<file path="src/rtl/blit_seq_pkg.sv">
package blit_seq_pkg;

    typedef enum logic [2:0] {
        SK_IDLE  = 3'd0,
        SK_RD_A  = 3'd1,
        SK_RD_B  = 3'd2,
        SK_RD_C  = 3'd3,
        SK_WR_D  = 3'd4,
        SK_FLUSH = 3'd5
    } slot_kind_e;

    // one word iteration: up to four slots
    typedef struct packed {
        logic [2:0] len;
        slot_kind_e k0;
        slot_kind_e k1;
        slot_kind_e k2;
        slot_kind_e k3;
    } slot_pat_t;

    function automatic slot_pat_t mk_pat(input logic [2:0] n, input slot_kind_e a,
                                         input slot_kind_e b, input slot_kind_e c,
                                         input slot_kind_e d);
        slot_pat_t p;
        p.len = n;
        p.k0  = a;
        p.k1  = b;
        p.k2  = c;
        p.k3  = d;
        return p;
    endfunction

    // per-code slot pattern, enable bits A=3 B=2 C=1 D=0
    function automatic slot_pat_t pat_of(input logic [3:0] code);
        slot_pat_t p;
        unique case (code)
            4'h0: p = mk_pat(3'd2, SK_IDLE, SK_IDLE, SK_IDLE, SK_IDLE);
            4'h1: p = mk_pat(3'd2, SK_WR_D, SK_IDLE, SK_IDLE, SK_IDLE);
            4'h2: p = mk_pat(3'd2, SK_RD_C, SK_IDLE, SK_IDLE, SK_IDLE);
            4'h3: p = mk_pat(3'd3, SK_RD_C, SK_WR_D, SK_IDLE, SK_IDLE);
            4'h4: p = mk_pat(3'd3, SK_RD_B, SK_IDLE, SK_IDLE, SK_IDLE);
            4'h5: p = mk_pat(3'd3, SK_RD_B, SK_WR_D, SK_IDLE, SK_IDLE);
            4'h6: p = mk_pat(3'd3, SK_RD_B, SK_RD_C, SK_IDLE, SK_IDLE);
            4'h7: p = mk_pat(3'd4, SK_RD_B, SK_RD_C, SK_WR_D, SK_IDLE);
            4'h8: p = mk_pat(3'd2, SK_RD_A, SK_IDLE, SK_IDLE, SK_IDLE);
            4'h9: p = mk_pat(3'd2, SK_RD_A, SK_WR_D, SK_IDLE, SK_IDLE);
            4'hA: p = mk_pat(3'd2, SK_RD_A, SK_RD_C, SK_IDLE, SK_IDLE);
            4'hB: p = mk_pat(3'd3, SK_RD_A, SK_RD_C, SK_WR_D, SK_IDLE);
            4'hC: p = mk_pat(3'd3, SK_RD_A, SK_RD_B, SK_IDLE, SK_IDLE);
            4'hD: p = mk_pat(3'd3, SK_RD_A, SK_RD_B, SK_WR_D, SK_IDLE);
            4'hE: p = mk_pat(3'd3, SK_RD_A, SK_RD_B, SK_RD_C, SK_IDLE);
            default: p = mk_pat(3'd4, SK_RD_A, SK_RD_B, SK_RD_C, SK_WR_D);
        endcase
        return p;
    endfunction

    function automatic slot_kind_e kind_at(input slot_pat_t p, input logic [1:0] idx);
        slot_kind_e k;
        unique case (idx)
            2'd0: k = p.k0;
            2'd1: k = p.k1;
            2'd2: k = p.k2;
            default: k = p.k3;
        endcase
        return k;
    endfunction

    // slot kind that touches the pointer at a given enable-bit index
    function automatic slot_kind_e chan_kind(input int idx);
        slot_kind_e k;
        case (idx)
            3: k = SK_RD_A;
            2: k = SK_RD_B;
            1: k = SK_RD_C;
            default: k = SK_WR_D;
        endcase
        return k;
    endfunction

endpackage

</file>
<file path="src/rtl/blit_size_decode.sv">
module blit_size_decode #(
    parameter int WF = 6,
    parameter int HF = 10,
    localparam int WW = WF + 1,
    localparam int HW = HF + 1
) (
    input  logic [WF+HF-1:0] size_word,
    output logic [WW-1:0]    width,
    output logic [HW-1:0]    height
);
    logic [WF-1:0] wfield;
    logic [HF-1:0] hfield;

    assign wfield = size_word[WF-1:0];
    assign hfield = size_word[WF+HF-1:WF];

    // an all-zero field selects the largest count
    assign width  = (wfield == '0) ? WW'(1 << WF) : {1'b0, wfield};
    assign height = (hfield == '0) ? HW'(1 << HF) : {1'b0, hfield};
endmodule

</file>
<file path="src/rtl/blit_walk.sv">
module blit_walk
    import blit_seq_pkg::*;
#(
    parameter int WW = 7,
    parameter int HW = 11,
    parameter int MW = 16
) (
    input  logic          clk,
    input  logic          rst,
    input  logic          load,
    input  logic          advance,
    input  slot_pat_t     pat,
    input  logic [WW-1:0] width,
    input  logic [HW-1:0] height,
    input  logic [MW-1:0] first_mask,
    input  logic [MW-1:0] last_mask,
    output slot_kind_e    kind,
    output logic          row_end,
    output logic          blit_last,
    output logic [MW-1:0] a_mask
);
    logic [1:0]    step;
    logic [WW-1:0] col;
    logic [HW-1:0] row;
    logic          flushing;
    logic          last_step, last_col, last_row;

    assign last_step = ({1'b0, step} == (pat.len - 3'd1));
    assign last_col  = (col == (width - WW'(1)));
    assign last_row  = (row == (height - HW'(1)));
    assign row_end   = !flushing && last_step && last_col;
    assign blit_last = row_end && last_row;

    assign kind = flushing ? SK_FLUSH : kind_at(pat, step);

    always_comb begin
        a_mask = '1;
        if (col == '0) a_mask = a_mask & first_mask;
        if (last_col)  a_mask = a_mask & last_mask;
    end

    always_ff @(posedge clk) begin
        if (rst) begin
            step     <= '0;
            col      <= '0;
            row      <= '0;
            flushing <= 1'b0;
        end else if (load) begin
            step     <= '0;
            col      <= '0;
            row      <= '0;
            flushing <= 1'b0;
        end else if (advance) begin
            if (flushing) begin
                flushing <= 1'b0;
            end else if (last_step) begin
                step <= '0;
                if (last_col) begin
                    col <= '0;
                    if (last_row) flushing <= 1'b1;
                    else          row      <= row + HW'(1);
                end else begin
                    col <= col + WW'(1);
                end
            end else begin
                step <= step + 2'd1;
            end
        end
    end
endmodule

</file>
<file path="src/rtl/blit_addr_unit.sv">
module blit_addr_unit
    import blit_seq_pkg::*;
#(
    parameter int AW = 16,
    localparam int NCH = 4
) (
    input  logic                    clk,
    input  logic                    rst,
    input  logic                    load,
    input  logic [NCH-1:0][AW-1:0]  ptr_init,
    input  logic [NCH-1:0][AW-1:0]  mod_init,
    input  logic [NCH-1:0]          en,
    input  logic                    descend,
    input  logic                    issue,
    input  slot_kind_e              kind,
    input  logic                    row_end,
    input  logic                    blit_last,
    output logic [AW-1:0]           addr,
    output logic                    pend_valid
);
    localparam logic [AW-1:0] ONE = AW'(1);

    logic [AW-1:0] ptr [NCH];
    logic [AW-1:0] pend_addr;
    logic [AW-1:0] stride;
    logic          wrap_row;

    assign stride   = descend ? '1 : ONE;
    assign wrap_row = issue && row_end && !blit_last;

    for (genvar g = 0; g < NCH; g++) begin : g_chan
        logic [AW-1:0] mod_q;
        logic [AW-1:0] mod_step;
        logic          hit;

        assign hit      = issue && (kind == chan_kind(g));
        assign mod_step = descend ? (~mod_q + ONE) : mod_q;

        always_ff @(posedge clk) begin
            if (rst) begin
                ptr[g] <= '0;
                mod_q  <= '0;
            end else if (load) begin
                ptr[g] <= ptr_init[g];
                mod_q  <= mod_init[g];
            end else begin
                ptr[g] <= ptr[g] + (hit ? stride : '0)
                                 + ((wrap_row && en[g]) ? mod_step : '0);
            end
        end
    end

    // destination address is held back one iteration
    always_ff @(posedge clk) begin
        if (rst || load) begin
            pend_addr  <= '0;
            pend_valid <= 1'b0;
        end else if (issue && kind == SK_WR_D) begin
            pend_addr  <= ptr[0];
            pend_valid <= 1'b1;
        end
    end

    always_comb begin
        unique case (kind)
            SK_RD_A:  addr = ptr[3];
            SK_RD_B:  addr = ptr[2];
            SK_RD_C:  addr = ptr[1];
            SK_WR_D:  addr = pend_addr;
            SK_FLUSH: addr = en[0] ? pend_addr : '0;
            default:  addr = '0;
        endcase
    end
endmodule

</file>
<file path="src/rtl/blit_slot_seq.sv">
module blit_slot_seq
    import blit_seq_pkg::*;
#(
    parameter int AW = 16,
    parameter int MW = 16,
    parameter int WF = 6,
    parameter int HF = 10,
    localparam int WW = WF + 1,
    localparam int HW = HF + 1
) (
    input  logic                 clk,
    input  logic                 rst,
    input  logic                 start,
    input  logic [3:0]           chan_en,
    input  logic                 descend,
    input  logic [WF+HF-1:0]     size_word,
    input  logic [MW-1:0]        first_mask,
    input  logic [MW-1:0]        last_mask,
    input  logic [3:0][AW-1:0]   ptr_init,
    input  logic [3:0][AW-1:0]   mod_init,
    input  logic                 slot_en,
    output logic [2:0]           slot_kind,
    output logic [AW-1:0]        slot_addr,
    output logic [MW-1:0]        a_mask,
    output logic                 busy,
    output logic                 done
);
    logic [3:0]    cfg_en;
    logic          cfg_desc;
    logic [MW-1:0] cfg_first, cfg_last;
    logic [WW-1:0] width_d, width_q;
    logic [HW-1:0] height_d, height_q;
    slot_pat_t     pat;
    slot_kind_e    raw_kind, eff_kind;
    logic          load, issue, row_end, blit_last, pend_valid;
    logic [AW-1:0] addr;

    assign load  = start && !busy;
    assign issue = busy && slot_en;
    assign pat   = pat_of(cfg_en);

    blit_size_decode #(.WF(WF), .HF(HF)) u_size (
        .size_word (size_word),
        .width     (width_d),
        .height    (height_d)
    );

    always_ff @(posedge clk) begin
        if (rst) begin
            cfg_en    <= '0;
            cfg_desc  <= 1'b0;
            cfg_first <= '0;
            cfg_last  <= '0;
            width_q   <= WW'(1);
            height_q  <= HW'(1);
        end else if (load) begin
            cfg_en    <= chan_en;
            cfg_desc  <= descend;
            cfg_first <= first_mask;
            cfg_last  <= last_mask;
            width_q   <= width_d;
            height_q  <= height_d;
        end
    end

    blit_walk #(.WW(WW), .HW(HW), .MW(MW)) u_walk (
        .clk        (clk),
        .rst        (rst),
        .load       (load),
        .advance    (issue),
        .pat        (pat),
        .width      (width_q),
        .height     (height_q),
        .first_mask (cfg_first),
        .last_mask  (cfg_last),
        .kind       (raw_kind),
        .row_end    (row_end),
        .blit_last  (blit_last),
        .a_mask     (a_mask)
    );

    blit_addr_unit #(.AW(AW)) u_addr (
        .clk        (clk),
        .rst        (rst),
        .load       (load),
        .ptr_init   (ptr_init),
        .mod_init   (mod_init),
        .en         (cfg_en),
        .descend    (cfg_desc),
        .issue      (issue),
        .kind       (raw_kind),
        .row_end    (row_end),
        .blit_last  (blit_last),
        .addr       (addr),
        .pend_valid (pend_valid)
    );

    // a destination slot with nothing pending stays silent
    assign eff_kind  = (raw_kind == SK_WR_D && !pend_valid) ? SK_IDLE : raw_kind;
    assign slot_kind = issue ? eff_kind : SK_IDLE;
    assign slot_addr = (issue && eff_kind != SK_IDLE) ? addr : '0;
    assign done      = issue && (raw_kind == SK_FLUSH);

    always_ff @(posedge clk) begin
        if (rst)       busy <= 1'b0;
        else if (load) busy <= 1'b1;
        else if (done) busy <= 1'b0;
    end
endmodule

</file>
<file path="config.mk">
export PLATFORM = sky130hd
export DESIGN_NAME = blit_slot_seq
export DESIGN_NICKNAME = d
export VERILOG_FILES = /design/src/rtl/blit_seq_pkg.sv /design/src/rtl/blit_size_decode.sv /design/src/rtl/blit_walk.sv /design/src/rtl/blit_addr_unit.sv /design/src/rtl/blit_slot_seq.sv
export SDC_FILE = /design/constraint.sdc
export NUM_CORES = 1
export LEC_CHECK = 0
export CAP_MARGIN = 30
export CORE_ASPECT_RATIO = 1.1
export CORE_MARGIN = 1.5
export CORE_UTILIZATION = 55
export DETAILED_ROUTE_END_ITERATION = 8
export PLACE_DENSITY = 0.81
export SKIP_CTS_REPAIR_TIMING = 1
export SYNTH_ARGS = -nofsm -noshare
export SYNTH_HDL_FRONTEND = slang
export SYNTH_SLANG_ARGS = --single-unit
</file>
<file path="constraint.sdc">
create_clock -name clk -period 6.6 [get_ports clk]
set_input_delay 1.32 -clock clk [delete_from_list [all_inputs] [get_ports clk]]
set_output_delay 1.32 -clock clk [all_outputs]
set_load 0.1 [all_outputs]
</file>
# Yosys cells after proc, flatten, opt, wreduce, memory -nomap -nowiden
# Memory sizes are Yosys's and may differ from the RTL's. A register that Yosys moved wholly into a read port is not among the register bits.
# Index checks and enable logic that the tools add are counted.
# word_totals
latch_bits	0
mem_bits_ro	208
memories	2
register_bits	158
word_cells	145
mem_bits_rw	64
# mem_list
name	words	word_bits	read_ports	rd_clocked_by_memory_dff	write_ports	line_no	source
(no name shown)	16	13	1	1	0	blit_seq_pkg.sv:36	unique case (code)
u_addr.ptr	4	16	4	0	4	blit_addr_unit.sv:23	logic [AW-1:0] ptr [NCH];
# classes
n_bitwise	15
n_eq_ne	10
add_sub_neg	18
n_div	0
n_reduce_logical	33
muxes	50
shift	0
n_mul	0
magnitude_cmp	0
# ops
cell	count
16-bit two-way mux	25
16-bit adder	8
16-bit case mux with 5 select lines	1
16-bit by 1-bit adder with 16-bit output, second input constant	4
16-bit NOT	4
1-bit logical AND	18
16-bit bitwise AND	1
1-bit two-way mux	14
7-bit two-way mux	2
11-bit by 1-bit adder with 11-bit output, second input constant	1
11-bit == test	1
11-bit two-way mux	1
11-bit by 1-bit subtractor with 11-bit output, second input constant	1
10-bit logical NOT	1
3-bit two-way mux	3
3-bit case mux with 3 select lines	1
4-bit two-way mux	2
1-bit bitwise OR	8
7-bit by 1-bit adder with 7-bit output, second input constant	1
7-bit == test	1
7-bit logical NOT	1
7-bit by 1-bit subtractor with 7-bit output, second input constant	1
3-bit by 2-bit == test with 1-bit output, second input constant	2
3-bit == test, second input constant	2
18 further kinds	22

# Longest topological paths before layout
# Gate-level depths: netlist of the first run.
# depth
depth_word	11
mapped_depth	22
depth_no_buf	21

# Cells and area by module
# Synthesis of the first run repeated with hierarchy kept, for this count alone.
# hier_totals
hier_cells	1925
hier_area_um2	16438.3
# modules_own_cells
mod	n_inst	area_each_um2	cells_per_inst	seq_area_each_um2
blit_addr_unit	1	11775.0	1349	3543.4
blit_slot_seq	1	2596.2	309	1361.3
blit_walk	1	1956.9	246	420.4
blit_size_decode	1	110.1	21	0.0

# Worst setup path after synthesis of the first run
# OpenSTA, ideal clock, no wires.
# synth_timing
path_kind	input to register
start	input slot_en
end	memory u_addr.ptr[1][15] (netlist: u_addr.ptr[0][31]) (data pin)
t_required_ns	6.344
path_buffers	1
stages	16
t_arrival_ns	5.002
slack_ns	1.341
cell_sequence	nand2_1 > nor2_1 > nand2_1 > a311oi_4 > nand2_1 > clkbuf_1 > nor2_1 > fa_1 > ha_1 > or3_1 > o21ai_0 > o21ai_0 > o41ai_1 > o21ai_0 > xnor2_1 > a22o_1
# synth_lines
item	line_no	source
start: declaration	blit_slot_seq.sv:21	input logic slot_en,
end: declaration	blit_addr_unit.sv:23	

==> results of run 1 <==
[synth_stat cells, types with 13 or more instances]
cell type	instances	area (um^2)
or4_1	15	113
edfxtp_1	64	1920
o21ai_0	92	460
clkbuf_1	58	218
nand3_1	20	100
ha_1	70	876
xnor2_1	63	552
a22o_1	119	1040
a22oi_1	36	270
o31ai_1	13	97.6
nand2_1	135	507
nand2b_1	21	131
nor2_1	142	533
or3_1	14	87.6
nor3_1	31	155
dfxtp_1	170	3400
o22a_1	16	140
inv_1	58	218
a21oi_1	79	395
mux2i_1	19	190
fa_1	64	1280
xor2_1	75	657
[worst register-to-register path, cell delays in order, from the launching register on]
cell,delay (ns)
dfxtp_1,0.42
inv_1,0.12
ha_1,0.29
nand2b_1,0.16
a21boi_0,0.23
o31ai_2,0.13
nor4_4,0.61
a311oi_4,0.27
nand2_1,0.46
nor2_1,0.12
fa_1,0.45
ha_1,0.22
inv_1,0.07
fa_1,0.18
nand2b_1,0.18
a21oi_1,0.12
o21ai_0,0.22
o21ai_0,0.16
o41ai_1,0.54
o21ai_0,0.23
xnor2_1,0.16
a22o_1,0.19
[worst max path at each step]
stage                             startpoint                         endpoint  slack (ns)  depth (start not counted)
floorplan                            slot_en      u_addr.ptr[0][31]$_DFFE_PP_        1.34                         16
global placement                     slot_en      u_addr.ptr[0][30]$_DFFE_PP_        0.57                         17
detailed placement                   slot_en  u_addr.ptr[1][15]$_SDFFCE_PN0P_        0.38                         19
CTS                 height_q[0]$_SDFFE_PP1P_      u_addr.ptr[0][15]$_DFFE_PP_        0.85                         22
global route        height_q[0]$_SDFFE_PP1P_      u_addr.ptr[0][15]$_DFFE_PP_        0.41                         22
finish              height_q[0]$_SDFFE_PP1P_      u_addr.ptr[1][31]$_DFFE_PP_        0.80                         21
[through the flow]
stage / hold slack (ns) / setup slack [ns]
4_1_cts: 0.479 / 0.851
2_1_floorplan: 0.441 / 1.34
5_1_grt: 0.491 / 0.407
3_5_place_dp: 0.457 / 0.382
6_report: 0.473 / 0.804
3_3_place_gp: 0.456 / 0.575
[where the power goes]
part	internal, uW	leakage [uW]	switching, uW
logic	302	0.00492	392
registers	1560	0.00204	80.9
clock network	879	0.000437	629
[final cells by class]
| class | instances | area share [%] |
|---|---|---|
| Clock buffer | 33 | 4.06 |
| Tap cell | 352 | 2.42 |
| Multi-Input combinational cell | 1223 | 49.3 |
| Clock inverter | 13 | 0.798 |
| Inverter | 59 | 1.22 |
| Sequential cell | 234 | 29.3 |
| Timing Repair Buffer | 244 | 12.9 |
[state kept, by name, indices dropped and copies added (netlist names)]
signal and count:
busy 1, cfg_desc 1, cfg_en 4, cfg_first 16, cfg_last 16, height_q 11, pat 12, u_addr.g_chan.mod_q 64
u_addr.pend_addr 16, u_addr.pend_valid 1, u_addr.ptr 64, u_walk.col 7, u_walk.flushing 1, u_walk.row 11, u_walk.step 2, width_q 7
[kinds of logic (layout without fill, tap and decap cells)]
| logic type | count (synthesis) | in the layout | synth area share, % |
|---|---|---|---|
| XOR/XNOR | 138 | 138 | 8.31 |
| AND/OR/NAND/NOR | 430 | 430 | 14.0 |
| other | 1 | 64 | 0.0258 |
| multiplexers | 20 | 20 | 1.39 |
| AO/OA/AOI/OAI | 437 | 437 | 21.4 |
| buffers and inverters | 130 | 349 | 3.41 |
| adder cells (fa/ha/maj) | 134 | 134 | 14.8 |
| flip-flops | 234 | 234 | 36.6 |
[per-layer routing]
layer	vias to the layer above	wire [um]
met5	-	0
met4	0	2480
met3	128	2770
met2	534	20100
met1	6022	16100
li1	6006	-
==> results.md, run 1 <==
* DRC errors left at 0
* Root Driver: clkbuf_16
* Post-Place Cells at 2112
* DR vias at 12700
* Placed Area at 0.0173 mm^2
* Total Routing Usage GR at 30.4%
* Die area at 0.0274 mm^2
* Part of the Yosys area used for sequential elements at 36.6%
* Crit path buf inv count at 2
* Slew headroom at 33.6%
* CTS HTree Levels at 1
* CP arrival at 6.10 ns
* DRT Pass-1 Iters at 5
* Most numerous cell on the critical path: o21ai_0
* Final Setup Violations at 0
* Die Wd at 158 um
* Final Hold Viols at 0
* CP Class: reg2reg
* # rows at 62
* Port bufs at 221
* Crit Path Max Fanout at 14
* Worst R2R Setup Slack at 0.80 ns
* Synth unique cells at 74
* Grt peak-use layer: met2
* Drt total wl at 41.5 mm
* Min-Delay Endpoint: cfg_first[4]$_SDFFE_PP0P_
* Post-synth EDFFs at 64
* Commonest non-fill, non-tap cell in the layout: clkdlybuf4s50_1
* CP delay by family, top: compound AO/OA/AOI/OAI gates
* NumNets Final at 2107
* Max clock buf depth at 3
* Pwr Total at 3840 uW
* Vias per cell at 5.88
* Worst Clk Skew at 0.0254 ns
* First-pass GRT wire length at 65.3 mm
* DRT iter0 DRCs at 767
* Max Cap Violations at 0
* Initial core utilization at 55.8%
* FF+latch count, synth at 234
* CTS tree: built
* CP Cell Sequence: inv_1 -> ha_1 -> nand2b_1 -> a21boi_0 -> o31ai_2 -> nor4_4 -> a311oi_4 -> nand2_1 -> nor2_1 -> fa_1 -> ha_1 -> inv_1 -> fa_1 -> nand2b_1 -> a21oi_1 -> o21ai_0 -> o21ai_0 -> o41ai_1 -> o21ai_0 -> xnor2_1 -> a22o_1
* Crit Reg-Reg Startpoint: height_q[0]$_SDFFE_PP1P_
* Period utilization at 87.8%
* CTS sink cnt at 234
* Total area of sequential cells at 0.00533 mm^2
* End-of-flow core utilization at 69.8%
* Chip height at 174 um
* FF-to-FF End: u_addr.ptr[1][31]$_DFFE_PP_
* Final Cell Area at 0.0182 mm^2
* R2R depth at 21
* Minimum clock period at 5.80 ns
* Power Density at 211 mW/mm^2
* Worst skew pair latency at 0.56 ns
* Ports at 222
* Ant. Diodes at 0
* Largest stage delay, worst path at 0.61 ns
* Largest net degree at the start of global routing at 84
* Status: finished, final reports clean
* Cts bufs inserted at 26
* Worst-Margin Slew at 0.994 ns
* Worst path required time at 6.91 ns
* Initial antenna violation count at 0
* Antenna viol nets, final at 0
* Finished Layout Cells at 2158
* RePlAce Congestion at 0.982
* Leak at 0.00740 uW
* P&R area growth vs syn at 25.2%
* Vias in the first global route at 12800
* Post-DR wirelength/cell at 19.2 um
* Syn Area/Cell at 9.54 um^2
* Overflow left after global routing at 0
* Hold wc startpoint: cfg_first[4]$_SDFFE_PP0P_
* Worst min-delay path category: reg2reg
* Syn Inst Count at 1524
* Sum of negative setup slack at 0 ns
* Setup crit start kind: register
* Worst vdd ir at 182 uV
* Hold path cells at 1
* Unrepaired setup endpoints after global routing: no
* Fill count at 2067
* Ys Warns at 0
* DP Wirelength at 31.5 mm
* GR Layer Usage met3 at 3.95%
* Async SR Flop Fraction at 0%
* Synth Cell Area at 0.0145 mm^2
* Clock transition at path regs at 0.06 ns
* Met1 Use GR at 36.9%
* Layout cells sized above 1 at 5.76%
* Most frequent cells in the layout: clkdlybuf4s50_1, dfxtp_1, nor2_1
* Area of the core at 0.0261 mm^2
* CP max-delay cell: nor4_4
* Peak Freq at 173 MHz
* Final Max Tran Viols at 0
* Multi-input gate area at 0.00898 mm^2
* Setup crit end kind: register
* Met2 usage at 51.9%
* Ys flop type: dfxtp_1
Power figures use the tool's default switching activity.
==> run 2: changes to the inputs <==
Settings changed: GPL_ROUTABILITY_DRIVEN set to 0.
Clock period 6.6 ns to 5.8 ns, I/O delays scaled along.
==> run 2 against run 1 <==
  * First-iteration DRC count up 33%
  * Wire length up 0.11%
  * Die area unchanged
  * Sequential power up 14%
  * Cell count up 0.83%
  * Sequential share of layout area down 0.41 points
  * Largest power group unchanged
==> results.md, run 2 (synthesized netlist as in run 1, its figures left out) <==
* Status: finished, final reports clean (unchanged)
* Worst min-delay path category: reg2reg (unchanged)
* Final Setup Violations at 0 (unchanged)
* End-of-flow core utilization at 70.8% (was 69.8%)
* Die Wd at 158 um (unchanged)
* Sum of negative setup slack at 0 ns (unchanged)
* Vias per cell at 5.88 (about the same)
* Power Density at 245 mW/mm^2 (was 211 mW/mm^2)
* Most frequent cells in the layout: clkdlybuf4s50_1, dfxtp_1, nor2_1 (unchanged)
* CP arrival at 5.75 ns (was 6.10 ns)
* Leak at 0.00755 uW (was 0.00740 uW)
* Initial antenna violation count at 0 (unchanged)
* Area of the core at 0.0261 mm^2 (unchanged)
* DP Wirelength at 31.3 mm (was 31.5 mm)
* Registers with the most flip-flops: u_addr.g_chan.mod_q x64, u_addr.ptr x64 (unchanged)
* Worst-Margin Slew at 0.999 ns (was 0.994 ns)
* Vias in the first global route at 12700 (was 12800)
* Fill count at 1998 (was 2067)
* CTS HTree Levels at 1 (unchanged)
* Worst vdd ir at 248 uV (was 182 uV)
* Root Driver: clkbuf_16 (unchanged)
* NumNets Final at 2123 (was 2107)
* Ports at 222 (unchanged)
* Peak Freq at 183 MHz (was 173 MHz)
* First-pass GRT wire length at 64.7 mm (was 65.3 mm)
* Largest stage delay, worst path at 0.47 ns (was 0.61 ns)
* Clock transition at path regs at 0.06 ns (about the same)
* Slew headroom at 33.2% (was 33.6%)
* Initial core utilization at 55.8% (unchanged)
* Max clock buf depth at 3 (unchanged)
* Ant. Diodes at 0 (unchanged)
* Setup crit start kind: register (unchanged)
* CTS sink cnt at 234 (unchanged)
* CP Class: reg2reg (unchanged)
* Final worst-path setup slack at 0.339 ns (was 0.804 ns)
* Crit Path Max Fanout at 7 (was 14)
* Cts bufs inserted at 26 (unchanged)
* Worst skew pair latency at 0.54 ns (was 0.56 ns)
* CP Cell Sequence: inv_1 -> ha_1 -> a222oi_1 -> nor4b_1 -> buf_4 -> nor2b_1 -> nand2_1 -> inv_1 -> buf_12 -> fa_1 -> ha_1 -> or3_1 -> o21ai_0 -> o21ai_0 -> o41ai_2 -> o21ai_0 -> xnor2_1 -> a22o_1 (was inv_1 -> ha_1 -> nand2b_1 -> a21boi_0 -> o31ai_2 -> nor4_4 -> a311oi_4 -> nand2_1 -> nor2_1 -> fa_1 -> ha_1 -> inv_1 -> fa_1 -> nand2b_1 -> a21oi_1 -> o21ai_0 -> o21ai_0 -> o41ai_1 -> o21ai_0 -> xnor2_1 -> a22o_1)
* Pre-CTS setup slack at 0.0524 ns (was 0.382 ns)
* Post-DR wirelength/cell at 19.1 um (was 19.2 um)
* DRT iter0 DRCs at 1022 (was 767)
* Largest net degree at the start of global routing at 93 (was 84)
* P&R area growth vs syn at 27.0% (was 25.2%)
* Antenna viol nets, final at 0 (unchanged)
* Commonest non-fill, non-tap cell in the layout: clkdlybuf4s50_1 (unchanged)
* Port bufs at 221 (unchanged)
* Pwr Total at 4530 uW (was 3840 uW)
* DR vias at 12800 (was 12700)
* Final Max Tran Viols at 0 (unchanged)
* Max Cap Violations at 0 (unchanged)
* Overflow left after global routing at 0 (unchanged)
* Chip height at 174 um (unchanged)
* # rows at 62 (unchanged)
* Drt total wl at 41.5 mm (about the same)
* Setup crit end kind: register (unchanged)
* DRC errors left at 0 (unchanged)
* CTS tree: built (unchanged)
* Final Hold Viols at 0 (unchanged)
* Period utilization at 94.2% (was 87.8%)
* Total Routing Usage GR at 30.1% (was 30.4%)
* Worst path required time at 6.09 ns (was 6.91 ns)
* Minimum clock period at 5.46 ns (was 5.80 ns)
* DRT Pass-1 Iters at 6 (was 5)
* CP max-delay cell: dfxtp_1 (was nor4_4)
* Die area at 0.0274 mm^2 (unchanged)
* Unrepaired setup endpoints after global routing: yes (was no)
* Most numerous cell on the critical path: o21ai_0 (unchanged)
* Layout cells sized above 1 at 6.85% (was 5.76%)
* Worst Clk Skew at 0.0215 ns (was 0.0254 ns)
-- run 2: changes by cell type in the layout (fill, tap and decap cells not counted), sizes merged --
cell	delta
clkdlybuf4s50	-1
inv	-2
clkinvlp	-1
clkbuf	+6
clkinv	-1
buf	+17
-- run 2: path summary, 6_finish.rpt --
| check | start | end | slack, ns | depth (start not counted) |
|---|---|---|---|---|
| worst max-delay path | u_walk.step[0]$_SDFFE_PN0P_ | u_addr.ptr[0][31]$_DFFE_PP_ | 0.34 | 18 |
| worst min-delay path | cfg_first[1]$_SDFFE_PP0P_ | cfg_first[1]$_SDFFE_PP0P_ | 0.47 | 1 |
| worst max register to register | u_walk.step[0]$_SDFFE_PN0P_ | u_addr.ptr[0][31]$_DFFE_PP_ | 0.34 | 18 |
| worst min register to register | cfg_first[1]$_SDFFE_PP0P_ | cfg_first[1]$_SDFFE_PP0P_ | 0.47 | 1 |
-- run 2: worst max-delay path: cells and delay by family, from the launching register on --
family / cells / cell delay, ns
DFF: 1 / 0.47
xor gates and xnor gates: 1 / 0.16
adders and majority gates: 3 / 0.89
and+or+nand+nor: 4 / 1.10
buffers and inverters: 4 / 0.93
AOI/OAI and AO/OA: 6 / 1.66
-- run 2: routing by layer --
layer / routed length (um) / vias up / GRT usage, %
li1: - / 6030 / -
met1: 16100 / 6101 / 36.3
met2: 20100 / 533 / 50.8
met3: 3020 / 134 / 5.70
met4: 2350 / 0 / 15.4
met5: 0 / - / 0
-- run 2: report_power, final --
| part | internal (uW) | switching, uW | total (uW) |
|---|---|---|---|
| Combinational | 350 | 451 | 801 |
| Sequential | 1780 | 92.9 | 1870 |
| Clock | 1140 | 712 | 1860 |
| Total | 3270 | 1260 | 4530 |
-- run 2: layout make-up --
class,instances,area [um^2],share of cell area (%)
Multi-Input combinational cell,1223,8990,48.7
Sequential cell,234,5330,28.9
Timing Repair Buffer,260,2490,13.5
Clock buffer,39,878,4.76
Tap cell,352,440,2.39
Inverter,59,221,1.20
Clock inverter,9,109,0.590
-- run 2: through the flow --
| stage | instance area (um^2) | hold slack [ns] | std cells |
|---|---|---|---|
| finish | 18500 | 0.472 | 2176 |
| global route | 18500 | 0.491 | 2176 |
| CTS | 18400 | 0.478 | 2173 |
| detailed placement | 17400 | 0.455 | 2125 |
| global placement | 17400 | 0.456 | 2125 |
| floorplan | 14800 | 0.441 | 1587 |
